==> src/rtl/adc_ctl_pkg.sv <==
`timescale 1ns/1ps
// Package: adc_ctl_pkg
// Shared constants and types for the ADC control and status block.
// Assumes a control word of at least 8 bits and at most 16 channels.
package adc_ctl_pkg;

    // Register addresses
    localparam int CSR_ADDR = 0;
    localparam int RES_BASE = 1;

    // Control word bit positions (software visible)
    localparam int BIT_DONE = 7;
    localparam int BIT_IE   = 6;
    localparam int BIT_RUN  = 5;
    localparam int BIT_SCAN = 4;

    // Sequencer states
    typedef enum logic [1:0] {
        SEQ_IDLE  = 2'd0,
        SEQ_START = 2'd1,
        SEQ_WAIT  = 2'd2
    } seq_state_e;

endpackage

==> src/rtl/adc_done_flag.sv <==
`timescale 1ns/1ps
// Module: adc_done_flag
// Holds the completion flag and its read-before-clear arming state.
// A registered set-pending stage follows each accepted end-of-conversion.
// It drives the DMA request and makes a racing read see the flag as 1.
// Assumes csr_rd_i and csr_clr_i are never high in the same cycle.
module adc_done_flag (
    input  logic clk,
    input  logic rst_n,
    input  logic standby_i,
    input  logic accept_i,
    input  logic csr_rd_i,
    input  logic csr_clr_i,
    output logic done_o,
    output logic done_vis_o,
    output logic set_pend_o
);

    logic srst;
    logic set_pend_q;
    logic done_q;
    logic armed_q;

    // Combined reset: power-on reset or module standby
    assign srst = !rst_n || standby_i;

    // Set-pending stage: one cycle after an accepted result
    always_ff @(posedge clk) begin
        if (srst) begin
            set_pend_q <= 1'b0;
        end else begin
            set_pend_q <= accept_i;
        end
    end

    // Flag and arming update; a set beats a simultaneous clear
    always_ff @(posedge clk) begin
        if (srst) begin
            done_q  <= 1'b0;
            armed_q <= 1'b0;
        end else if (set_pend_q) begin
            done_q  <= 1'b1;
            armed_q <= armed_q || csr_rd_i;
        end else if (csr_clr_i && armed_q) begin
            done_q  <= 1'b0;
            armed_q <= 1'b0;
        end else if (csr_rd_i && done_q) begin
            armed_q <= 1'b1;
        end
    end

    assign done_o     = done_q;
    assign done_vis_o = done_q || set_pend_q;
    assign set_pend_o = set_pend_q;

    // The flag may only fall by an armed clearing write or by reset
    AST_CLR_NEEDS_ARM: assert property (@(posedge clk) disable iff (srst)
        $fell(done_q) |-> (($past(armed_q) && $past(csr_clr_i)) || $past(srst)));

    // A pending set always lands in the flag, whatever write came with it
    AST_SET_WINS: assert property (@(posedge clk) disable iff (srst)
        set_pend_q |=> done_q);

    // A read racing the set leaves the clear armed
    AST_RACE_ARMS: assert property (@(posedge clk) disable iff (srst)
        (set_pend_q && csr_rd_i) |=> armed_q);

endmodule

==> src/rtl/adc_scan_seq.sv <==
`timescale 1ns/1ps
// Module: adc_scan_seq
// Owns the run bit and the conversion sequencer. From idle with run set it
// sends a start pulse, waits for end-of-conversion, and then stops (single
// mode, run self-clears) or steps to the next channel (scan mode).
// Assumes the converter sends one end-of-conversion per start pulse.
module adc_scan_seq
    import adc_ctl_pkg::*;
#(
    parameter int NUM_CH = 4,
    localparam int CH_W  = (NUM_CH > 1) ? $clog2(NUM_CH) : 1
) (
    input  logic            clk,
    input  logic            rst_n,
    input  logic            standby_i,
    input  logic            run_wr_i,
    input  logic            run_wdata_i,
    input  logic            scan_i,
    input  logic [CH_W-1:0] chan_sel_i,
    input  logic            conv_eoc_i,
    output logic            run_o,
    output logic            conv_start_o,
    output logic [CH_W-1:0] conv_chan_o,
    output logic            accept_o
);

    localparam logic [CH_W-1:0] LAST_CH = CH_W'(NUM_CH - 1);

    logic            srst;
    logic            run_q;
    seq_state_e      state_q;
    logic [CH_W-1:0] cur_chan_q;
    logic [CH_W-1:0] next_chan;

    // Combined reset: power-on reset or module standby
    assign srst = !rst_n || standby_i;

    // Result accepted only while waiting on the converter
    assign accept_o = (state_q == SEQ_WAIT) && conv_eoc_i;

    // Ascending channel step with wrap at the last channel
    assign next_chan = (cur_chan_q == LAST_CH) ? '0 : cur_chan_q + 1'b1;

    // Run bit: bus write first, else self-clear at end of a single conversion
    always_ff @(posedge clk) begin
        if (srst) begin
            run_q <= 1'b0;
        end else if (run_wr_i) begin
            run_q <= run_wdata_i;
        end else if (accept_o && !scan_i) begin
            run_q <= 1'b0;
        end
    end

    // Sequencer state and channel pointer
    always_ff @(posedge clk) begin
        if (srst) begin
            state_q    <= SEQ_IDLE;
            cur_chan_q <= '0;
        end else begin
            case (state_q)
                SEQ_IDLE: begin
                    if (run_q) begin
                        state_q    <= SEQ_START;
                        cur_chan_q <= scan_i ? '0 : chan_sel_i;
                    end
                end
                SEQ_START: begin
                    state_q <= SEQ_WAIT;
                end
                SEQ_WAIT: begin
                    if (conv_eoc_i) begin
                        if (scan_i && run_q) begin
                            state_q    <= SEQ_START;
                            cur_chan_q <= next_chan;
                        end else begin
                            state_q <= SEQ_IDLE;
                        end
                    end
                end
                default: begin
                    state_q <= SEQ_IDLE;
                end
            endcase
        end
    end

    assign run_o        = run_q;
    assign conv_start_o = (state_q == SEQ_START);
    assign conv_chan_o  = cur_chan_q;

    // No start pulse without the run bit set the cycle before
    AST_START_NEEDS_RUN: assert property (@(posedge clk) disable iff (srst)
        conv_start_o |-> $past(run_q));

    // Single mode: run clears after the result unless software rewrites it
    AST_SINGLE_SELF_CLEAR: assert property (@(posedge clk) disable iff (srst)
        (accept_o && !scan_i && !run_wr_i) |=> !run_q);

    // Scan mode: the next start carries the following channel
    AST_SCAN_ORDER: assert property (@(posedge clk) disable iff (srst)
        (accept_o && scan_i && run_q) |=>
            (conv_start_o && (conv_chan_o ==
                (($past(cur_chan_q) == LAST_CH) ? '0 : $past(cur_chan_q) + 1'b1))));

    // Run low at the end of a conversion means no further start
    AST_STOP_HALTS: assert property (@(posedge clk) disable iff (srst)
        (accept_o && !run_q) |=> !conv_start_o);

endmodule

==> src/rtl/adc_result_bank.sv <==
`timescale 1ns/1ps
// Module: adc_result_bank
// One result register per channel, written on an accepted end-of-conversion
// and read through a channel-indexed mux.
// Assumes rd_chan_i is only used by the caller when it is below NUM_CH.
module adc_result_bank #(
    parameter int NUM_CH = 4,
    parameter int RES_W  = 10,
    localparam int CH_W  = (NUM_CH > 1) ? $clog2(NUM_CH) : 1
) (
    input  logic             clk,
    input  logic             rst_n,
    input  logic             standby_i,
    input  logic             wr_i,
    input  logic [CH_W-1:0]  wr_chan_i,
    input  logic [RES_W-1:0] wdata_i,
    input  logic [CH_W-1:0]  rd_chan_i,
    output logic [RES_W-1:0] rdata_o
);

    logic             srst;
    logic [RES_W-1:0] res_q [NUM_CH];

    // Combined reset: power-on reset or module standby
    assign srst = !rst_n || standby_i;

    for (genvar g = 0; g < NUM_CH; g++) begin : g_chan
        // Capture the converter result for this channel
        always_ff @(posedge clk) begin
            if (srst) begin
                res_q[g] <= '0;
            end else if (wr_i && (wr_chan_i == CH_W'(g))) begin
                res_q[g] <= wdata_i;
            end
        end
    end

    // Read mux by channel index
    always_comb begin
        rdata_o = '0;
        for (int i = 0; i < NUM_CH; i++) begin
            if (rd_chan_i == CH_W'(i)) begin
                rdata_o = res_q[i];
            end
        end
    end

endmodule

==> src/rtl/adc_ctl_top.sv <==
`timescale 1ns/1ps
// Module: adc_ctl_top
// ADC control and status block: bus decode, control fields, completion
// flag, sequencer and result bank. Bus reads return data combinationally in
// the access cycle; every access lasts one cycle.
// Assumes DATA_W >= 8, DATA_W >= RES_W and NUM_CH <= 16.
module adc_ctl_top
    import adc_ctl_pkg::*;
#(
    parameter int NUM_CH = 4,
    parameter int RES_W  = 10,
    parameter int DATA_W = 16,
    parameter int ADDR_W = 4
) (
    input  logic                                        clk,
    input  logic                                        rst_n,
    input  logic                                        standby_i,
    input  logic                                        bus_sel_i,
    input  logic                                        bus_wr_i,
    input  logic [ADDR_W-1:0]                           bus_addr_i,
    input  logic [DATA_W-1:0]                           bus_wdata_i,
    output logic [DATA_W-1:0]                           bus_rdata_o,
    output logic                                        conv_start_o,
    output logic [((NUM_CH > 1) ? $clog2(NUM_CH) : 1)-1:0] conv_chan_o,
    input  logic                                        conv_eoc_i,
    input  logic [RES_W-1:0]                            conv_data_i,
    output logic                                        irq_o,
    output logic                                        dma_req_o
);

    localparam int CH_W = (NUM_CH > 1) ? $clog2(NUM_CH) : 1;
    localparam logic [ADDR_W-1:0] A_CSR     = ADDR_W'(CSR_ADDR);
    localparam logic [ADDR_W-1:0] A_RES_LO  = ADDR_W'(RES_BASE);
    localparam logic [ADDR_W-1:0] A_RES_END = ADDR_W'(RES_BASE + NUM_CH);

    logic              srst;
    logic              addr_is_csr;
    logic              addr_is_res;
    logic              csr_rd;
    logic              csr_wr;
    logic              csr_clr;
    logic              ie_q;
    logic              scan_q;
    logic [CH_W-1:0]   chan_sel_q;
    logic              run;
    logic              accept;
    logic              done;
    logic              done_vis;
    logic              set_pend;
    logic [CH_W-1:0]   res_rd_chan;
    logic [RES_W-1:0]  res_rd_data;
    logic [DATA_W-1:0] csr_view;
    logic              wdata_unused;

    // Combined reset: power-on reset or module standby
    assign srst = !rst_n || standby_i;

    // Address decode and access strobes
    assign addr_is_csr = (bus_addr_i == A_CSR);
    assign addr_is_res = (bus_addr_i >= A_RES_LO) && (bus_addr_i < A_RES_END);
    assign csr_rd      = bus_sel_i && !bus_wr_i && addr_is_csr;
    assign csr_wr      = bus_sel_i && bus_wr_i && addr_is_csr;
    assign csr_clr     = csr_wr && !bus_wdata_i[BIT_DONE];
    assign res_rd_chan = CH_W'(bus_addr_i - A_RES_LO);
    assign wdata_unused = ^bus_wdata_i;

    // Software control fields: interrupt enable, scan select, channel
    always_ff @(posedge clk) begin
        if (srst) begin
            ie_q       <= 1'b0;
            scan_q     <= 1'b0;
            chan_sel_q <= '0;
        end else if (csr_wr) begin
            ie_q       <= bus_wdata_i[BIT_IE];
            scan_q     <= bus_wdata_i[BIT_SCAN];
            chan_sel_q <= bus_wdata_i[CH_W-1:0];
        end
    end

    adc_scan_seq #(
        .NUM_CH (NUM_CH)
    ) i_seq (
        .clk          (clk),
        .rst_n        (rst_n),
        .standby_i    (standby_i),
        .run_wr_i     (csr_wr),
        .run_wdata_i  (bus_wdata_i[BIT_RUN]),
        .scan_i       (scan_q),
        .chan_sel_i   (chan_sel_q),
        .conv_eoc_i   (conv_eoc_i),
        .run_o        (run),
        .conv_start_o (conv_start_o),
        .conv_chan_o  (conv_chan_o),
        .accept_o     (accept)
    );

    adc_done_flag i_flag (
        .clk        (clk),
        .rst_n      (rst_n),
        .standby_i  (standby_i),
        .accept_i   (accept),
        .csr_rd_i   (csr_rd),
        .csr_clr_i  (csr_clr),
        .done_o     (done),
        .done_vis_o (done_vis),
        .set_pend_o (set_pend)
    );

    adc_result_bank #(
        .NUM_CH (NUM_CH),
        .RES_W  (RES_W)
    ) i_bank (
        .clk       (clk),
        .rst_n     (rst_n),
        .standby_i (standby_i),
        .wr_i      (accept),
        .wr_chan_i (conv_chan_o),
        .wdata_i   (conv_data_i),
        .rd_chan_i (res_rd_chan),
        .rdata_o   (res_rd_data)
    );

    // Assemble the control word view
    always_comb begin
        csr_view              = '0;
        csr_view[CH_W-1:0]    = chan_sel_q;
        csr_view[BIT_SCAN]    = scan_q;
        csr_view[BIT_RUN]     = run;
        csr_view[BIT_IE]      = ie_q;
        csr_view[BIT_DONE]    = done_vis;
    end

    // Read data mux
    always_comb begin
        bus_rdata_o = '0;
        if (addr_is_csr) begin
            bus_rdata_o = csr_view;
        end else if (addr_is_res) begin
            bus_rdata_o = DATA_W'(res_rd_data);
        end
    end

    assign irq_o     = done && ie_q;
    assign dma_req_o = set_pend;

    // A DMA request only follows an end-of-conversion pulse
    AST_DMA_AFTER_EOC: assert property (@(posedge clk) disable iff (srst)
        dma_req_o |-> $past(conv_eoc_i));

    // Held standby keeps every request output quiet
    AST_STANDBY_QUIET: assert property (@(posedge clk) disable iff (!rst_n)
        (standby_i && $past(standby_i)) |-> (!irq_o && !dma_req_o && !conv_start_o));

endmodule

==> config.mk <==
export PLATFORM = sky130hd
export DESIGN_NAME = adc_ctl_top
export DESIGN_NICKNAME = d
export VERILOG_FILES = /design/src/rtl/adc_ctl_pkg.sv /design/src/rtl/adc_done_flag.sv /design/src/rtl/adc_scan_seq.sv /design/src/rtl/adc_result_bank.sv /design/src/rtl/adc_ctl_top.sv
export SDC_FILE = /design/constraint.sdc
export NUM_CORES = 1
export LEC_CHECK = 0
export BUFFER_PORTS_ARGS = -buffer_cell sky130_fd_sc_hd__buf_2
export CORE_AREA = 2 2 88 90
export DETAILED_ROUTE_END_ITERATION = 10
export DIE_AREA = 0 0 90 92
export PLACE_DENSITY = 0.62
export SLEW_MARGIN = 20
export SYNTH_ARGS = -nofsm -noshare
export SYNTH_HDL_FRONTEND = slang
export SYNTH_SLANG_ARGS = --single-unit
==> constraint.sdc <==
create_clock -name clk -period 1.6 [get_ports clk]
set_input_delay 0.16 -clock clk [delete_from_list [all_inputs] [get_ports clk]]
set_output_delay 0.16 -clock clk [all_outputs]
set_load 0.02 [all_outputs]
==> flow_metrics.tcl, run 1 <==
set metrics [dict create \
    grt_pass1_wl_mm 9.09 \
    power.leakage_nw 1.32 \
    max_cap_viol_count 0 \
    final_cell_mix "42 x and2_1, 40 x edfxtp_1, 31 x buf_2, 15 x nand2_1, 11 x buf_4" \
    status "finished with violations" \
    fmax_ghz 0.564 \
    drcViolationCount 0 \
    hold_path_class "input port to flip-flop" \
    slew_violations 0 \
    power.total_mw 2.49 \
    cts_sinks 52 \
    nets 301 \
    crit_required_ns 1.44 \
    layout_min_cycle_time_ns 1.77 \
    fin_ws_ns -0.172 \
    synth-warning-count 0 \
    num_vias 1735 \
    cts_tree "yes" \
    die_area_um2 8280 \
    netlist_instances 209 \
    h-tree-depth 2 \
    crit_fanout 2 \
    globalRouteOverflowTotal 0 \
    die_w_um 90 \
    p_int_mw 1.91 \
    areaGrowthSynthToFinish_pct 23.1 \
    synth_seq_cells 52 \
    grtUsageTotal_pct 14.3 \
    grt_max_degree 19 \
    hold_violations 0 \
    reg2reg_from "i_seq.state_q[0]$_SDFFE_PN0P_" \
    violations "negative setup slack" \
    final_layout_size_suffix_gt1_share_pct 32.4 \
    ir_worst_vdd_mv 0.342 \
    io-pin-count 57 \
    wl_mm 5.65 \
    cpMaxStageDelayCell "mux4_2" \
    syn_area_um2 2630 \
    path_clk_slew_ns 0.10 \
    p_switching_uw 577 \
    p_clk_share_pct 29.6 \
    cts_root_buffer "clkbuf_8" \
    power_density_nw_per_um2 770 \
    mostFrequentLayoutCell "and2_1" \
    initialDrtViolationCount 88 \
    comb_power_share_pct 10.2 \
    rsz0062_at_grt "yes" \
    setup_viol 7 \
    place_ws_ns -0.000279 \
    cts_hold_buf 0 \
    dr.pass1.iters 4 \
    routabilityCongestion 0.785 \
    antenna_found_initial 0 \
    min_path_cells 3 \
    hold_end "chan_sel_q[1]$_SDFFE_PN0N_" \
    drtAntennaViolNets 0 \
    die_h_um 92 \
    vias_per_cell 4.77 \
    start_util_pct 35.3 \
    ctsLongestPathBuffers 2 \
    seqPwrFrac_pct 60.2 \
    hp-start "bus_wdata_i[1]" \
    dp.final_hpwl_mm 4.02 \
    tns_ns -0.589 \
    synthArstFlopShare_pct 0 \
    ff2ff_setup_slack_ns 0.19 \
    cp.arrival_ns 1.61 \
    wire_per_inst_um 15.5 \
    final_util_pct 43.5 \
    reg2reg_to "i_bank.res_q[0][5]$_SDFFCE_PN0P_" \
    skew_ns 0.00955 \
    grt_pass1_vias 1727 \
    dp_cells 356 \
    antennaDiodeCount 0 \
    synth_edf_count 40 \
    portBuffers 40 \
    rows 32 \
    startpoint_type "flip-flop" \
    fp.coreArea_um2 7450 \
    path_cells "mux4_2 > o211a_1 > o21ba_4 > buf_6" \
    ys_seq_area_share_pct 54.8 \
    yosysUniqueCellTypes 41 \
    cts_buffers 5 \
    final_cells 364 \
    r2r_cells 4 \
    crit_path_end_kind "primary output" \
    fin_crit_sh_pct 111 \
    crit_type "flip-flop to primary output" \
    cpPeakStageDelay_ns 0.46 \
    swShare_pct 23.2 \
    yosys_most_used_dff "edfxtp_1" \
    clock_latency_ns 0.31 \
    avgSynthCellArea_um2 12.6 \
    post_cts_buffers 0 \
]
final cells by class:
| cell class | instances | area, µm² |
|---|---|---|
| clock buffers | 6 | 72.6 |
| multi-input cells | 137 | 1090 |
| flip-flops and latches | 52 | 1450 |
| inverters | 8 | 30.0 |
| repair buffers | 57 | 459 |
| well taps | 102 | 128 |
| clock inverters | 2 | 12.5 |
| fillers | 709 | 4210 |
power groups by stage:
stage          registers (mW)  clock network (mW)  logic [mW]
6_report                 1.50               0.738       0.254
5_1_grt                  1.50               0.798       0.276
4_1_cts                  1.50               0.761       0.251
3_5_place_dp             1.53                   0       0.232
3_3_place_gp             1.53                   0       0.228
2_1_floorplan            1.52                   0       0.135
registers in the layout, indices dropped and copies added (netlist names):
signal / flops
i_seq.conv_chan_o: 2
scan_q: 1
i_bank.res_q: 40
i_flag.done_o: 1
i_flag.armed_q: 1
ie_q: 1
i_seq.run_o: 1
chan_sel_q: 2
i_seq.state_q: 2
i_flag.set_pend_o: 1
cell usage after synthesis, drive strengths merged (2+ instances only):
cell | n | area share, %
nand2 | 15 | 2.1
o21ai | 3 | 0.57
ha | 4 | 1.9
and2 | 42 | 10
nor4 | 2 | 0.48
and3 | 4 | 0.95
and3b | 2 | 0.67
mux2i | 4 | 1.5
nand2b | 3 | 0.71
inv | 8 | 1.1
nor2b | 7 | 1.7
o31ai | 2 | 0.57
nor3 | 4 | 1.2
edfxtp | 40 | 46
a311oi | 2 | 0.67
a22o | 5 | 1.7
a31oi | 4 | 0.95
mux4 | 10 | 9.1
nor2 | 3 | 0.43
a21oi | 3 | 0.57
dfxtp | 12 | 9.1
clkbuf | 8 | 1.5
buf | 9 | 2.5
timing repair:
item | CTS | global route
gates resized for setup | 25 | 7
pin swaps | 1 | 0
endpoints found under the setup margin | 9 | 11
worst max-delay path, delay by kind of cell (launching register included):
family / cells / cell delay, ns
buffers and inverters: 1 / 0.12
AO/OA/AOI/OAI: 2 / 0.32
multiplexers: 1 / 0.46
flip-flops: 1 / 0.39
how the worst max path moves through the flow:
stage / startpoint / slack, ns / end
finish: i_bank.res_q[3][7]$_SDFFCE_PN0P_ / -0.17 / bus_rdata_o[7]
detailed placement: bus_addr_i[1] / -0.0003 / bus_rdata_o[7]
global route: i_bank.res_q[1][7]$_SDFFCE_PN0P_ / -0.22 / bus_rdata_o[7]
global placement: bus_addr_i[1] / 0.01 / bus_rdata_o[7]
floorplan: i_seq.conv_chan_o[0]$_SDFFE_PN0P_ / 0.12 / i_bank.res_q[0][0]$_SDFFCE_PN0P_
CTS: i_bank.res_q[3][7]$_SDFFCE_PN0P_ / -0.18 / bus_rdata_o[7]
through the flow:
step / hold WS (ns) / instance area [µm²]
5_1_grt: 0.0945 / 3240
2_1_floorplan: 0.302 / 2650
3_3_place_gp: 0.417 / 3070
3_5_place_dp: 0.420 / 3070
4_1_cts: 0.0819 / 3220
6_report: 0.0921 / 3240
kinds of logic (layout without fill, tap and decap cells):
kind of cell,after synthesis,count (layout),synth area share (%)
adders and majority gates,4,4,1.90
other,1,6,0.143
buffers and inverters,25,73,5.19
AOI/OAI and AO/OA,27,27,7.71
muxes,14,14,10.7
DFF,52,52,54.8
and+or+nand+nor,86,86,19.6
layer usage:
layer	part of all wire, %	up-vias	global-route usage [%]
li1	-	849	-
met1	43	828	19.0
met2	50	52	23.1
met3	5.7	6	3.20
met4	1.0	0	5.00
met5	0	-	0
(Power assumes the default switching activity.)
==> run 2, diff against run 1 <==
- CELL_PAD_IN_SITES_DETAIL_PLACEMENT: unset -> 0
- CELL_PAD_IN_SITES_GLOBAL_PLACEMENT: unset -> 1
- PLACE_DENSITY: 0.62 -> 0.73
==> run 2 against run 1 <==
Against the previous run: flip-flop and latch count unchanged; clock-buffer cell count decreased by 1; fmax decreased by 0.52%; register-to-register slack got worse by 0.08 ns; the run still ends with negative setup slack left; combinational power decreased by 6%; total power increased by 0.27%; sequential share of layout area increased by 0.88 points.
==> flow_metrics.tcl, run 2 (synthesized netlist as in run 1, its figures left out) <==
set metrics [dict create \
    wl_mm 5.41 \
    globalRouteOverflowTotal 0 \
    drcViolationCount 0 \
    largest_reg_flops 40 \
    power_density_nw_per_um2 788 \
    reg2reg_to "i_bank.res_q[0][1]$_SDFFCE_PN0P_" \
    grt_pass1_wl_mm 8.62 \
    vias_per_cell 4.75 \
    crit_required_ns 1.44 \
    multi_input_area_um2 1080 \
    cts_buffers 5 \
    grtUsageTotal_pct 13.6 \
    power.total_mw 2.50 \
    nFillCells 742 \
    num_vias 1723 \
    dp.final_hpwl_mm 3.88 \
    fmax_ghz 0.562 \
    cts_root_buffer "clkbuf_8" \
    grt_max_degree 18 \
    r2r_cells 3 \
    cts_tree "yes" \
    antenna_found_initial 0 \
    fin_crit_sh_pct 111 \
    cp.arrival_ns 1.62 \
    skew_ns 0.0105 \
    final_cell_mix "42 x and2_1, 40 x edfxtp_1, 31 x buf_2, 15 x nand2_1, 14 x buf_4" \
    setup_viol 7 \
    min_path_cells 3 \
    rsz0062_at_grt "yes" \
    layout_min_cycle_time_ns 1.78 \
    nets 300 \
    max_cap_viol_count 0 \
    tns_ns -0.489 \
    fp.coreArea_um2 7450 \
    crit_fanout 2 \
    antennaDiodeCount 0 \
    die_h_um 92 \
    mostFrequentLayoutCell "and2_1" \
    die_w_um 90 \
    clock_latency_ns 0.31 \
    fin_ws_ns -0.181 \
    areaGrowthSynthToFinish_pct 20.7 \
    ff2ff_setup_slack_ns 0.11 \
    post_dp_cell_area_um2 3010 \
    crit_type "flip-flop to primary output" \
    status "finished with violations" \
    final_area_um2 3170 \
    die_area_um2 8280 \
    grt_pass1_vias 1699 \
    hold_ws_ns 0.0888 \
    start_util_pct 35.3 \
    hp-start "bus_wdata_i[4]" \
    hold_path_class "input port to flip-flop" \
    hold_end "scan_q$_SDFFE_PN0N_" \
    dr.pass1.iters 4 \
    crit_path_end_kind "primary output" \
    path_clk_slew_ns 0.10 \
    ir_worst_vdd_mv 0.322 \
    rows 32 \
    h-tree-depth 2 \
    final_layout_size_suffix_gt1_share_pct 32.6 \
    portBuffers 40 \
    wire_per_inst_um 14.9 \
    cts_sinks 52 \
    ctsLongestPathBuffers 2 \
    violations "negative setup slack" \
    final-seq-area_um2 1440 \
    io-pin-count 57 \
    power.leakage_nw 1.29 \
    drtAntennaViolNets 0 \
    slew_violations 0 \
    reg2reg_from "i_seq.state_q[0]$_SDFFE_PN0P_" \
    routabilityCongestion 0.749 \
    initialDrtViolationCount 107 \
    hold_violations 0 \
    largest_register "i_bank.res_q" \
    startpoint_type "flip-flop" \
]
-- run 2: worst max path at each step --
stage / startpoint / to / slack [ns] / cells after the start
after global placement: bus_addr_i[1] / bus_rdata_o[1] / 0.03 / 5
after floorplan: i_seq.conv_chan_o[0]$_SDFFE_PN0P_ / i_bank.res_q[0][0]$_SDFFCE_PN0P_ / 0.12 / 5
after detailed placement: bus_addr_i[1] / bus_rdata_o[0] / 0.02 / 5
after global routing: i_bank.res_q[3][7]$_SDFFCE_PN0P_ / bus_rdata_o[7] / -0.23 / 4
final: i_bank.res_q[3][7]$_SDFFCE_PN0P_ / bus_rdata_o[7] / -0.18 / 4
after CTS: i_bank.res_q[3][7]$_SDFFCE_PN0P_ / bus_rdata_o[7] / -0.19 / 4
-- run 2: final cells by class --
class,count,share of cell area [%]
flip-flops and latches,52,45.5
repair buffers,56,12.7
clock buffers,5,2.17
multi-input cells,137,34.0
well taps,102,4.02
inverters,8,0.947
clock inverters,3,0.671
-- run 2: critical path, cell delays in order (launching register included) --
cell and delay [ns]:
edfxtp_1 0.40, mux4_2 0.46, o211a_1 0.13, o21ba_2 0.20, buf_6 0.13
-- run 2: timing repair --
action                                  in CTS  in global routing
resized for setup                           17                 14
pin swaps                                    1                  0
hold buffers                                 0                  0
endpoints found under the setup margin       8                 16
buffers inserted                             0                  0
-- run 2: stage by stage --
stage / util, % / setup WS, ns / instances
6_report: 42.6 / -0.181 / 363
5_1_grt: 42.6 / -0.234 / 363
4_1_cts: 42.0 / -0.195 / 363
3_5_place_dp: 40.5 / 0.0217 / 355
3_3_place_gp: 40.5 / 0.0325 / 355
2_1_floorplan: - / 0.118 / 214
-- run 2: routing by layer --
layer,vias up,track usage (%),share of wire (%)
met5,-,0,0
met3,5,2.88,4.6
li1,846,-,-
met4,0,4.23,1.1
met1,825,17.0,45
met2,47,23.6,50
-- run 2: report_power, final --
group / switching, mW / leakage [nW] / internal (mW)
Sequential: 0.0105 / 0.543 / 1.49
Combinational: 0.129 / 0.701 / 0.111
Clock: 0.449 / 0.0445 / 0.311
